## src/rtl/dbg_entry_pkg.sv

```systemverilog
package dbg_entry_pkg;

  typedef enum logic [1:0] {
    SRC_NONE = 2'd0,
    SRC_TAG  = 2'd1,
    SRC_BGND = 2'd2,
    SRC_BG   = 2'd3
  } entry_src_e;

  // number of bits needed to hold values 0..n
  function automatic int cnt_bits(input int n);
    int b;
    b = 1;
    while ((1 << b) <= n) b++;
    return b;
  endfunction

  // address lies in the page whose upper bits are all ones
  function automatic logic top_page(input logic [31:0] addr, input int addr_w,
                                    input int page_bits);
    logic ok;
    ok = 1'b1;
    for (int i = page_bits; i < addr_w; i++) ok &= addr[i];
    return ok;
  endfunction

  // offset within the page, for the control window compare
  function automatic logic [31:0] page_offset(input logic [31:0] addr,
                                              input int page_bits);
    logic [31:0] m;
    m = (32'd1 << page_bits) - 32'd1;
    return addr & m;
  endfunction

endpackage

```

## src/rtl/dbg_status_reg.sv

```systemverilog
module dbg_status_reg #(
  parameter int ADDR_W      = 16,
  parameter int DATA_W      = 8,
  parameter logic [ADDR_W-1:0] STATUS_ADDR = 16'hFF01,
  parameter int ENABLE_BIT  = 7
) (
  input  logic              clk,
  input  logic              rst_n,
  input  logic              boot_special,
  input  logic              reg_wr,
  input  logic [ADDR_W-1:0] reg_addr,
  input  logic [DATA_W-1:0] reg_wdata,
  output logic              enable,
  output logic              status_wr
);
  assign status_wr = reg_wr && (reg_addr == STATUS_ADDR);

  always_ff @(posedge clk) begin
    if (!rst_n)         enable <= boot_special;
    else if (status_wr) enable <= reg_wdata[ENABLE_BIT];
  end
endmodule

```

## src/rtl/dbg_ignore_timer.sv

```systemverilog
module dbg_ignore_timer #(
  parameter int IGN_CYCLES = 16
) (
  input  logic clk,
  input  logic rst_n,
  input  logic start,
  output logic busy
);
  import dbg_entry_pkg::*;
  localparam int CW = cnt_bits(IGN_CYCLES);
  localparam logic [CW-1:0] LOAD = CW'(IGN_CYCLES);

  logic [CW-1:0] cnt;

  always_ff @(posedge clk) begin
    if (!rst_n)            cnt <= '0;
    else if (start)        cnt <= LOAD;
    else if (cnt != '0)    cnt <= cnt - 1'b1;
  end

  assign busy = (cnt != '0);
endmodule

```

## src/rtl/dbg_entry_seq.sv

```systemverilog
module dbg_entry_seq (
  input  logic clk,
  input  logic rst_n,
  input  logic boot_special,
  input  logic enable,
  input  logic busy,
  input  logic tag_hit,
  input  logic bgnd_op,
  input  logic bg_cmd,
  input  logic insn_bound,
  input  logic go_cmd,
  output logic active,
  output logic ev_enter,
  output logic ev_exit,
  output logic ev_reject,
  output dbg_entry_pkg::entry_src_e ev_src
);
  import dbg_entry_pkg::*;

  logic bg_pend, go_pend;
  logic any_req, imm_req, bg_take;

  assign any_req  = tag_hit || bgnd_op || bg_cmd;
  assign imm_req  = enable && !active && (tag_hit || bgnd_op);
  assign bg_take  = !active && bg_pend && insn_bound;
  assign ev_enter = imm_req || bg_take;
  assign ev_exit  = active && go_pend && insn_bound;
  assign ev_reject = !enable && !active && !busy && any_req;

  always_comb begin
    ev_src = SRC_NONE;
    if (enable && !active && tag_hit)       ev_src = SRC_TAG;
    else if (enable && !active && bgnd_op)  ev_src = SRC_BGND;
    else if (bg_take)                       ev_src = SRC_BG;
  end

  always_ff @(posedge clk) begin
    if (!rst_n) begin
      active  <= boot_special;
      bg_pend <= 1'b0;
      go_pend <= 1'b0;
    end else begin
      if (ev_enter)     active <= 1'b1;
      else if (ev_exit) active <= 1'b0;

      if (ev_enter)                            bg_pend <= 1'b0;
      else if (bg_cmd && enable && !active)    bg_pend <= 1'b1;

      if (ev_exit)                             go_pend <= 1'b0;
      else if (go_cmd && active)               go_pend <= 1'b1;
    end
  end
endmodule

```

## src/rtl/dbg_map_decode.sv

```systemverilog
module dbg_map_decode #(
  parameter int ADDR_W    = 16,
  parameter int PAGE_BITS = 8,
  parameter int CTRL_LAST = 6
) (
  input  logic              active,
  input  logic [ADDR_W-1:0] cpu_addr,
  output logic              map_hit,
  output logic              ctrl_hit
);
  import dbg_entry_pkg::*;
  logic [31:0] a32;
  logic in_page;

  assign a32      = 32'(cpu_addr);
  assign in_page  = top_page(a32, ADDR_W, PAGE_BITS);
  assign map_hit  = active && in_page;
  assign ctrl_hit = map_hit && (page_offset(a32, PAGE_BITS) <= 32'(CTRL_LAST));
endmodule

```

## src/rtl/dbg_entry_ctrl.sv

```systemverilog
module dbg_entry_ctrl #(
  parameter int ADDR_W      = 16,
  parameter int DATA_W      = 8,
  parameter logic [ADDR_W-1:0] STATUS_ADDR = 16'hFF01,
  parameter int ENABLE_BIT  = 7,
  parameter int IGN_CYCLES  = 16,
  parameter int PAGE_BITS   = 8,
  parameter int CTRL_LAST   = 6
) (
  input  logic              clk,
  input  logic              rst_n,
  input  logic              boot_special,
  input  logic              reg_wr,
  input  logic [ADDR_W-1:0] reg_addr,
  input  logic [DATA_W-1:0] reg_wdata,
  input  logic              bg_cmd,
  input  logic              tag_hit,
  input  logic              bgnd_op,
  input  logic              insn_bound,
  input  logic              go_cmd,
  input  logic [ADDR_W-1:0] cpu_addr,
  output logic              dbg_enable,
  output logic              dbg_active,
  output logic              map_en,
  output logic              map_hit,
  output logic              ctrl_hit,
  output logic              freeze,
  output logic              ign_busy
);
  import dbg_entry_pkg::*;

  logic       status_wr;
  logic       ev_enter, ev_exit, ev_reject;
  entry_src_e ev_src;

  dbg_status_reg #(
    .ADDR_W(ADDR_W), .DATA_W(DATA_W),
    .STATUS_ADDR(STATUS_ADDR), .ENABLE_BIT(ENABLE_BIT)
  ) u_status (
    .clk(clk), .rst_n(rst_n), .boot_special(boot_special),
    .reg_wr(reg_wr), .reg_addr(reg_addr), .reg_wdata(reg_wdata),
    .enable(dbg_enable), .status_wr(status_wr)
  );

  dbg_ignore_timer #(.IGN_CYCLES(IGN_CYCLES)) u_timer (
    .clk(clk), .rst_n(rst_n), .start(ev_reject), .busy(ign_busy)
  );

  dbg_entry_seq u_seq (
    .clk(clk), .rst_n(rst_n), .boot_special(boot_special),
    .enable(dbg_enable), .busy(ign_busy),
    .tag_hit(tag_hit), .bgnd_op(bgnd_op), .bg_cmd(bg_cmd),
    .insn_bound(insn_bound), .go_cmd(go_cmd),
    .active(dbg_active), .ev_enter(ev_enter), .ev_exit(ev_exit),
    .ev_reject(ev_reject), .ev_src(ev_src)
  );

  dbg_map_decode #(
    .ADDR_W(ADDR_W), .PAGE_BITS(PAGE_BITS), .CTRL_LAST(CTRL_LAST)
  ) u_map (
    .active(dbg_active), .cpu_addr(cpu_addr),
    .map_hit(map_hit), .ctrl_hit(ctrl_hit)
  );

  assign map_en = dbg_active;
  assign freeze = dbg_active;
endmodule

```

## config.mk

```make
export PLATFORM = sky130hd
export DESIGN_NAME = dbg_entry_ctrl
export DESIGN_NICKNAME = d
export VERILOG_FILES = /design/src/rtl/dbg_entry_pkg.sv /design/src/rtl/dbg_status_reg.sv /design/src/rtl/dbg_ignore_timer.sv /design/src/rtl/dbg_entry_seq.sv /design/src/rtl/dbg_map_decode.sv /design/src/rtl/dbg_entry_ctrl.sv
export SDC_FILE = /design/constraint.sdc
export NUM_CORES = 1
export LEC_CHECK = 0
export BUFFER_PORTS_ARGS = -buffer_cell sky130_fd_sc_hd__buf_2
export CAP_MARGIN = 30
export CORE_AREA = 2 2 44 46
export CTS_CLUSTER_DIAMETER = 80
export CTS_CLUSTER_SIZE = 30
export DETAILED_ROUTE_END_ITERATION = 16
export DIE_AREA = 0 0 46 48
export PLACE_DENSITY = 0.73
export SYNTH_ARGS = -nofsm -noshare
export SYNTH_HDL_FRONTEND = slang
export SYNTH_HIERARCHICAL = 1
export SYNTH_SLANG_ARGS = --single-unit
```

## constraint.sdc

```tcl
create_clock -name clk -period 3.51 [get_ports clk]
set_input_delay 0.1755 -clock clk [delete_from_list [all_inputs] [get_ports clk]]
set_output_delay 0.1755 -clock clk [all_outputs]
set_load 0.05 [all_outputs]
```

After elaboration in Yosys (flattened, before gate mapping) --
Cells that the tools add are included.
Storage, ports and cells: bits in registers 9, input bits 49, output and inout port bits 7
Cells by class: add/sub/neg operators 1, $lt $le $gt $ge 1, equality and inequality tests 3, muxes and demuxes 7, bitwise operators 8, reductions and logical operators 26
Operators by type and width (number):
- 16-bit == test, second input constant | 1
- 1-bit logical AND | 15
- 5-bit two-way mux | 2
- 8-bit by 3-bit less-or-equal comparator with 1-bit output, second input constant | 1
- 1-bit bitwise AND | 7
- 2-bit OR reduction | 3
- 1-bit two-way mux | 5
- 5-bit nonzero test | 1
- 5-bit by 1-bit subtractor with 5-bit output, second input constant | 1
- 1-bit zero test | 3
- 1-bit logical OR | 3
- 3-bit by 1-bit inequality test with 1-bit output, second input constant | 1
- 2-bit by 1-bit inequality test with 1-bit output, second input constant | 1
- 2-bit nonzero test | 1
- 1-bit NOT | 1

Logic depth before layout (Yosys ltp) --
Gate-level depths: netlist of run 1.
depth in word-level cells 9, mapped depth 8

By module --
The synthesis of run 1 kept the hierarchy.
By module, submodules not included:
- dbg_ignore_timer | instances 1, cells an instance 24, area each 235.2 µm², seq. area each 100.1 µm²
- dbg_entry_seq | instances 1, cells an instance 22, area each 193.9 µm², seq. area each 70.1 µm²
- dbg_status_reg | instances 1, cells an instance 10, area each 93.8 µm², seq. area each 30.0 µm²
- dbg_map_decode | instances 1, cells an instance 7, area each 46.3 µm², seq. area each 0.0 µm²
- dbg_entry_ctrl | instances 1, cells an instance 2, area each 15.0 µm², seq. area each 0.0 µm²

Worst setup path before layout of run 1 --
OpenSTA, ideal clock, no wires.
path kind register to output, start register u_seq.active, end output port ctrl_hit, arrival time 2.309 ns, data required time 3.334 ns, slack 1.026 ns, stages on the path, launching flop included 4, path through edfxtp_1 -> nand4_1 -> nor3_2 -> and4b_1
On the way: word-level cells in the longest chain between the ends 2
Ends and longest elaborated chain:
- start: declaration | RTL line dbg_entry_seq.sv:12 | output logic active,
- start signal: assignment | RTL line dbg_entry_seq.sv:39 | active <= boot_special;
- 1-bit logical AND | RTL line dbg_map_decode.sv:17 | assign map_hit = active && in_page;
- named net map_hit | RTL line dbg_entry_ctrl.sv:25 | output logic map_hit,
- 1-bit logical AND | RTL line dbg_map_decode.sv:18 | assign ctrl_hit = map_hit && (page_offset(a32, PAGE_BITS) <= 32'(CTRL_LAST));
- end: declaration | RTL line dbg_entry_ctrl.sv:26 | output logic ctrl_hit,
The timed path passes the listed nets, and every way through them passes these cells.

Worst setup path after layout of run 1 --
start register u_timer.cnt[0], end register u_timer.cnt[3]
On the way: word-level cells in the longest chain between the ends 5
Ends and longest elaborated chain:
- start: declaration | RTL line dbg_ignore_timer.sv:13 | logic [CW-1:0] cnt;
- start signal: assignment | RTL line dbg_ignore_timer.sv:18 | else if (cnt != '0) cnt <= cnt - 1'b1;
- 5-bit nonzero test | RTL line dbg_ignore_timer.sv:21 | assign busy = (cnt != '0);
- 1-bit zero test | RTL line dbg_entry_seq.sv:28 | assign ev_reject = !enable && !active && !busy && any_req;
- 1-bit logical AND (2 in series) | RTL line dbg_entry_seq.sv:28
- named net ev_reject | RTL line dbg_entry_ctrl.sv:33 | logic ev_enter, ev_exit, ev_reject;
- 2-bit OR reduction (no line)
The timed path passes the listed nets, and every way through them passes these cells. A chain may end at the register's enable or synchronous reset.

==> flow_summary.toml, run 1 <==
[drt]
drtPass1Iterations = 4
first_iter_violations = 4
via_per_inst = 5.02
dr_wl_met2_um = 664
drt-met1-wl_um = 505
routed_wl_um = 1360
drc = 0
ant_nets = 0
wire_per_inst_um = 10.8
wl_met3_um = 160
vias = 633
highest-signal-layer = "met4"

[sta]
setup-tns-final_ns = 0
hold_viol = 0
grt_setup_unrepaired = "false"
finalWorstSetupSlack_ns = 1.57
tightest_slew_ns = 0.311
max_freq_ghz = 0.516
whs_ns = 0.189
min_period_over_period_pct = 55.2
post-route-min-period_ns = 1.94
slew-limit-headroom_pct = 79.0
setup_viol = 0
fin_skew_ns = 0.00177
final_max_slew_viol_count = 0

[worst_setup_path]
end_kind = "flip-flop"
crit_fanout = 6
setup.worst_path.start_class = "flip-flop"
crit_required_ns = 3.66
cp.arrival_ns = 2.09
critPathKind = "flip-flop to flip-flop"

[placed_design]
place_area_sq_um = 788
port_buffers = 48
hpwl_um = 1170
dp_slack_ns = 1.58
gp_congestion = 0.717
dp.cells = 122

[die]
dieHeight_um = 48
num_rows = 15
initial_core_util_pct = 32.7
die_width_um = 46
design.core.area_sq_mm = 0.00169
io_pins = 56
die_area_sq_mm = 0.00221

[worst_hold_path]
worstHoldPathType = "input port to flip-flop"

[global_routing]
grt_max_degree = 11
grt_pass1_wl_um = 2070
grt_usage_pct = 13.3
antenna_found_initial = 0
overflow = 0
grt_pass1_vias = 595

[finish]
fin_cells = 126
layout-drive-gt1-share_pct = 53.2
n_fill_cell = 162
final_area_sq_um = 815
syn2layout_area_growth_pct = 47.3
nets = 160
n_antenna_cell = 0

[cts]
cts_setup_buffers = 0
cts_sinks = 9
clk_pin_slew_ns = 0.06
ctsHoldBuffers = 0
ctsResizeCount = 0
cts_inserted_buffers = 3
clockBufferDepth = 2
htreeDepth = 1
clkLatencyLatePin_ns = 0.25
tritoncts = "done"
cts_root_buf = "clkbuf_4"

[power]
leakage_nw = 0.391
power_density_mw_per_mm2 = 599
ir_worst_vdd_mv = 0.276

[yosys]
ys_warn_count = 6
syn-num-nets = 110
synthesis.area_sq_um = 553
syn_avg_cell_area_sq_um = 9.22
synth_cells = 60

[run]
cap_violations = 0

[outcome]
outcome = "finished, final reports clean"
[critical path, cell delays in order (launching register included)]
cell,delay (ns)
dfxtp_1,0.33
inv_1,0.06
ha_1,0.20
or4b_4,0.53
nor4_1,0.32
nand2b_1,0.20
nand2b_1,0.14
nor2_1,0.06
[state kept, by name (all words and copies together), names as in the netlist]
signal,cells
u_timer/cnt,5
u_seq/active,1
u_seq/bg_pend,1
u_seq/go_pend,1
u_status/enable,1
[report_power, final]
group | internal [mW] | switching (mW) | leakage (nW) | total [mW]
logic | 0.106 | 0.141 | 0.299 | 0.246
clock network | 0.0437 | 0.0350 | 0.0150 | 0.0787
registers | 0.135 | 0.0280 | 0.0778 | 0.163
[metrics by stage]
stage	utilization, %	total power, mW
finish	48.2	0.488
global route	48.2	0.523
CTS	48.2	0.494
detailed placement	46.7	0.412
global placement	46.7	0.403
floorplan	-	0.376
[layer usage]
metal / vias up / global-route usage, %
li1: 318 / -
met1: 265 / 11.3
met2: 46 / 28.3
met3: 4 / 1.51
met4: 0 / 8.57
met5: - / 0
[path summary, 6_finish.rpt]
path / start / end / slack (ns) / cells after the start
worst min-delay path: go_cmd / u_seq/go_pend$_SDFFE_PP0P_ / 0.19 / 3
worst min register to register: u_seq/go_pend$_SDFFE_PP0P_ / u_seq/go_pend$_SDFFE_PP0P_ / 0.47 / 2
worst max register to register: u_timer/cnt[0]$_SDFFE_PP0P_ / u_timer/cnt[3]$_SDFFE_PP0P_ / 1.57 / 7
worst max-delay path: u_timer/cnt[0]$_SDFFE_PP0P_ / u_timer/cnt[3]$_SDFFE_PP0P_ / 1.57 / 7
[layout make-up]
class / instances / area, sq um / share of cell area (%)
multi-input cells: 46 / 319 / 39.2
repair buffers: 48 / 240 / 29.5
flip-flops and latches: 9 / 200 / 24.6
clock buffers: 4 / 26.3 / 3.23
well taps: 17 / 21.3 / 2.61
inverters: 2 / 7.51 / 0.922
[placed cells by master, fill, tap and decap left out, drive strengths merged]
master	count
buf	48
ha	1
nor2	6
clkbuf	4
or4b	1
a21oi	1
nand2b	2
and3b	1
or3	1
o21ai	3
xnor2	3
o21a	1
edfxtp	2
and4b	1
and3	1
a211oi	1
a21boi	2
nand3	3
mux2	2
dfxtp	7
or3b	2
nor3	3
inv	2
nand3b	1
nand4	2
nand2	4
nand4b	1
nor4	3
Power figures use the tool's default switching activity.
==> inputs of run 2 (changes only) <==
--- a/config.mk
+++ b/config.mk
@@ -5,14 +5,15 @@
 export SDC_FILE = /design/constraint.sdc
 export NUM_CORES = 1
 export LEC_CHECK = 0
+export ABC_AREA = 1
 export BUFFER_PORTS_ARGS = -buffer_cell sky130_fd_sc_hd__buf_2
 export CAP_MARGIN = 30
-export CORE_AREA = 2 2 44 46
+export CORE_AREA = 2 2 49 51
 export CTS_CLUSTER_DIAMETER = 80
 export CTS_CLUSTER_SIZE = 30
 export DETAILED_ROUTE_END_ITERATION = 16
-export DIE_AREA = 0 0 46 48
-export PLACE_DENSITY = 0.73
+export DIE_AREA = 0 0 51 53
+export PLACE_DENSITY = 0.67
 export SYNTH_ARGS = -nofsm -noshare
 export SYNTH_HDL_FRONTEND = slang
 export SYNTH_HIERARCHICAL = 1
==> constraint.sdc (replaced) <==
create_clock -name clk -period 1.8 [get_ports clk]
set_input_delay 0.09 -clock clk [delete_from_list [all_inputs] [get_ports clk]]
set_output_delay 0.09 -clock clk [all_outputs]
set_load 0.05 [all_outputs]
==> run 2 against run 1 <==
  * First-iteration DRC count increased to 3.3 times the previous value
  * Clock-buffer cell count unchanged
  * Highest routed layer unchanged
  * Sequential power increased by 93%
  * Largest power group unchanged
  * Clock skew decreased by 0.00058 ns
  * Wire length increased by 9.6%
  * Synthesized area increased by 20%
  * Clock power increased by 91%
  * Setup slack got worse by 1.3 ns
==> flow_summary.toml, run 2 <==
[worst_setup_path]
critical_path.max_stage_delay_ns = 0.52
crit_chain = "nand2_1 -> nor2_2 -> nand3_2 -> nor2_2 -> buf_2"
crit_fanout = 8
setup.worst_path.start_class = "flip-flop"
critPathKind = "flip-flop to primary output"
cp.arrival_ns = 1.41
worst_path_max_delay_cell = "edfxtp_1"
crit_path_frequent_cell = "nor2_2"
end_kind = "primary output"
crit_required_ns = 1.71

[cts]
cts_root_buf = "clkbuf_4"
ctsHoldBuffers = 0
clk_pin_slew_ns = 0.06
cts_sinks = 9
ctsResizeCount = 0
clkLatencyLatePin_ns = 0.25
clockBufferDepth = 2
cts_inserted_buffers = 3
tritoncts = "done"
htreeDepth = 1
cts_setup_buffers = 0

[sta]
setup_viol = 0
setup-tns-final_ns = 0
tightest_slew_ns = 0.306
final_max_slew_viol_count = 0
post-route-min-period_ns = 1.50
slew-limit-headroom_pct = 79.6
max_freq_ghz = 0.667
min_period_over_period_pct = 83.2
hold_viol = 0
grt_setup_unrepaired = "false"
fin_skew_ns = 0.00120
finalWorstSetupSlack_ns = 0.302

[outcome]
outcome = "finished, final reports clean"

[yosys]
ys_warn_count = 6
synthesis.area_sq_um = 666
syn_avg_cell_area_sq_um = 6.66
syn-num-nets = 150
synth_cells = 100

[finish]
largest_register = "u_timer/cnt"
syn2layout_area_growth_pct = 43.0
final_cell_mix = "buf_2, nand2_1, inv_1"
layout-drive-gt1-share_pct = 43.3
largest_register_ffs = 5
n_fill_cell = 228
nets = 201
final_common_cell = "buf_2"
fin_cells = 178
n_antenna_cell = 0

[power]
p_seq_share_pct = 31.0
comb_power_share_pct = 54.2
swShare_pct = 45.7
leakage_nw = 0.557
p_int_mw = 0.549
finalPower_mw = 1.01
power.switching_mw = 0.463
power_density_mw_per_mm2 = 1060
ir_worst_vdd_mv = 0.520
power_frac_clock_pct = 14.8

[drt]
vias = 760
first_iter_violations = 13
ant_nets = 0
drc = 0
drtPass1Iterations = 3
via_per_inst = 4.27
wire_per_inst_um = 8.38
routed_wl_um = 1490

[global_routing]
grt_usage_pct = 12.2
grt_pass1_wl_um = 2530
grt_pass1_vias = 724
grt_max_degree = 9
overflow = 0
antenna_found_initial = 0

[worst_hold_path]
worstHoldPathType = "input port to flip-flop"

[placed_design]
gp_congestion = 0.734
port_buffers = 48
hpwl_um = 1290
dp_slack_ns = 0.329
dp.cells = 174

[die]
num_rows = 17
design.core.area_sq_mm = 0.00215
dieHeight_um = 53
die_width_um = 51
initial_core_util_pct = 31.0
die_area_sq_mm = 0.00270
io_pins = 56

[run]
cap_violations = 0
-- run 2: final cells by class --
cell class              instances  area [sq um]  share of cell area [%]
inverters                      21          78.8                    8.28
multi-input cells              68           372                    39.0
repair buffers                 48           240                    25.2
well taps                      28          35.0                    3.68
clock buffers                   4          26.3                    2.76
flip-flops and latches          9           200                    21.0
-- run 2: final timing paths --
kind	from	to	slack [ns]	depth (start not counted)
min	bg_cmd	u_seq/bg_pend$_SDFFE_PP0P_	0.11	3
max reg2reg	u_timer/cnt[0]$_SDFFE_PP0P_	u_timer/cnt[3]$_SDFFE_PP0P_	0.30	7
min reg2reg	u_timer/cnt[4]$_SDFFE_PN0P_	u_timer/cnt[4]$_SDFFE_PN0P_	0.50	2
max	u_seq/active$_DFFE_PP_	ctrl_hit	0.30	5
-- run 2: power by group through the flow --
stage	clock network [mW]	logic [mW]	registers, mW
6_report	0.150	0.548	0.314
3_3_place_gp	0	0.531	0.315
2_1_floorplan	0	0.413	0.327
5_1_grt	0.168	0.617	0.322
3_5_place_dp	0	0.548	0.318
4_1_cts	0.158	0.551	0.314
-- run 2: worst max-delay path, delay by kind of cell (launching register included) --
family        cells  cell delay, ns
buf+inv           1            0.26
flops             1            0.52
simple gates      4            0.38
-- run 2: stage by stage --
stage | cell area [sq um] | util [%] | hold slack, ns
3_5_place_dp | 926 | 43.1 | 0.379
5_1_grt | 952 | 44.3 | 0.138
2_1_floorplan | 666 | - | 0.211
3_3_place_gp | 926 | 43.1 | 0.359
6_report | 952 | 44.3 | 0.113
4_1_cts | 952 | 44.3 | 0.107
-- run 2: routing by layer --
layer	track usage, %	up-vias	wire [um]
li1	-	408	-
met1	12.2	305	599
met2	23.8	45	673
met3	1.13	2	200
met4	8.11	0	17
met5	0	-	0
==> inputs of run 3 (changes only) <==
==> constraint.sdc (replaced) <==
create_clock -name clk -period 1.5 [get_ports clk]
set_input_delay 0.075 -clock clk [delete_from_list [all_inputs] [get_ports clk]]
set_output_delay 0.075 -clock clk [all_outputs]
set_load 0.05 [all_outputs]
==> run 3 against run 2 <==
  * Hold slack worse by 0.016 ns
  * Core utilization is 1.3 points higher
  * Setup slack worse by 0.16 ns
  * Critical path type is now flip-flop to flip-flop
  * Critical endpoint is now u_timer/cnt[3]$_SDFFE_PP0P_
  * Highest routed layer unchanged
==> flow_summary.toml, run 3 (synthesis results as in run 2) <==
[placed_design]
hpwl_um = 1380
dp_slack_ns = 0.117
place_area_sq_um = 946
gp_congestion = 0.749
port_buffers = 48
dp.cells = 175

[power]
finalPower_mw = 1.28
power_density_mw_per_mm2 = 1310
ir_worst_vdd_mv = 0.649
leakage_nw = 0.567

[worst_setup_path]
r2r_cells = 7
critPathKind = "flip-flop to flip-flop"
crit_fanout = 5
cp.arrival_ns = 1.51
end_kind = "flip-flop"
crit_required_ns = 1.65
timing.rr.end = "u_timer/cnt[3]$_SDFFE_PP0P_"
crit_path_end = "u_timer/cnt[3]$_SDFFE_PP0P_"
setup.worst_path.start_class = "flip-flop"
rr_startpoint = "u_timer/cnt[0]$_SDFFE_PP0P_"
startpoint = "u_timer/cnt[0]$_SDFFE_PP0P_"
r2r_setup_slack_ns = 0.14

[drt]
drtPass1Iterations = 4
vias = 774
wire_per_inst_um = 8.81
ant_nets = 0
via_per_inst = 4.30
routed_wl_um = 1590
first_iter_violations = 6
drc = 0

[global_routing]
grt_pass1_wl_um = 2630
grt_pass1_vias = 739
grt_usage_pct = 13.3
grt_max_degree = 8
antenna_found_initial = 0
overflow = 0

[finish]
nets = 203
fin_cells = 180
final_common_cell = "buf_2"
largest_register_ffs = 5
final_cell_mix = "buf_2, nand2_1, inv_1"
multi_input_area_sq_um = 384
utilization_pct = 45.6
register_area_sq_um = 200
final_area_sq_um = 980
n_fill_cell = 238
largest_register = "u_timer/cnt"
syn2layout_area_growth_pct = 47.2
n_antenna_cell = 0
layout-drive-gt1-share_pct = 44.1

[die]
die_width_um = 51
die_area_sq_mm = 0.00270
num_rows = 17
io_pins = 56
design.core.area_sq_mm = 0.00215
initial_core_util_pct = 31.0
dieHeight_um = 53

[cts]
htreeDepth = 1
clockBufferDepth = 2
cts_root_buf = "clkbuf_4"
cts_inserted_buffers = 3
clk_pin_slew_ns = 0.06
clkLatencyLatePin_ns = 0.26
cts_sinks = 9
tritoncts = "done"
ctsResizeCount = 0

[sta]
setup_viol = 0
grt_setup_unrepaired = "false"
hold_viol = 0
tightest_slew_ns = 0.250
final_max_slew_viol_count = 0
slew-limit-headroom_pct = 83.5
whs_ns = 0.0962
setup-tns-final_ns = 0
max_freq_ghz = 0.734
fin_skew_ns = 0.000388
finalWorstSetupSlack_ns = 0.138
min_period_over_period_pct = 90.8
post-route-min-period_ns = 1.36

[worst_hold_path]
worstHoldPathType = "input port to flip-flop"

[run]
cap_violations = 0

[outcome]
outcome = "finished, final reports clean"
run 3: cell count changes in the layout (fill, tap and decap cells not counted):
| cell | previous run | this run |
|---|---|---|
| nand3_2 | 3 | 2 |
| nor2_2 | 4 | 3 |
| nor2_4 | 2 | 3 |
| buf_4 | 0 | 2 |
| nand3_4 | 1 | 2 |
run 3: how the worst min path moves through the flow:
stage          slack, ns                          to  cells past startpoint    startpoint
2_1_floorplan       0.20  u_seq/bg_pend$_SDFFE_PP0P_                      2         rst_n
5_1_grt             0.11   u_status/enable$_DFFE_PP_                      2  reg_wdata[7]
4_1_cts             0.09  u_seq/bg_pend$_SDFFE_PP0P_                      3        bg_cmd
3_3_place_gp        0.34  u_seq/bg_pend$_SDFFE_PP0P_                      3        bg_cmd
3_5_place_dp        0.37  u_seq/bg_pend$_SDFFE_PP0P_                      3        bg_cmd
6_report             0.1  u_seq/bg_pend$_SDFFE_PP0P_                      3        bg_cmd
run 3: worst max-delay path: stages, from the launching register on:
cell	delay, ns
dfxtp_1	0.31
inv_1	0.12
ha_1	0.23
nand3_4	0.10
nor3_1	0.25
nor2_1	0.11
nand2_1	0.10
a21oi_1	0.04
run 3: repair_timing:
item,CTS,global route
endpoints found under the hold margin,0,0
buffers inserted,1,0
hold buffers,0,0
endpoints found under the setup margin,1,0
run 3: metal layers:
layer | wire, um | part of all wire, % | GRT usage [%]
met1 | 549 | 35 | 11.1
met2 | 780 | 49 | 26.8
met3 | 208 | 13 | 2.26
met4 | 48 | 3.0 | 10.8
met5 | 0 | 0 | 0
run 3: power by group:
group / internal [mW] / leakage [nW] / switching (mW)
clock: 0.103 / 0.0150 / 0.0854
sequential: 0.317 / 0.0779 / 0.0529
combinational: 0.277 / 0.475 / 0.445
run 3: area by class of cell:
class	instances	area share, %
well taps	28	3.58
flip-flops and latches	9	20.4
clock buffers	4	2.68
inverters	21	8.05
multi-input cells	68	39.2
repair buffers	50	26.1
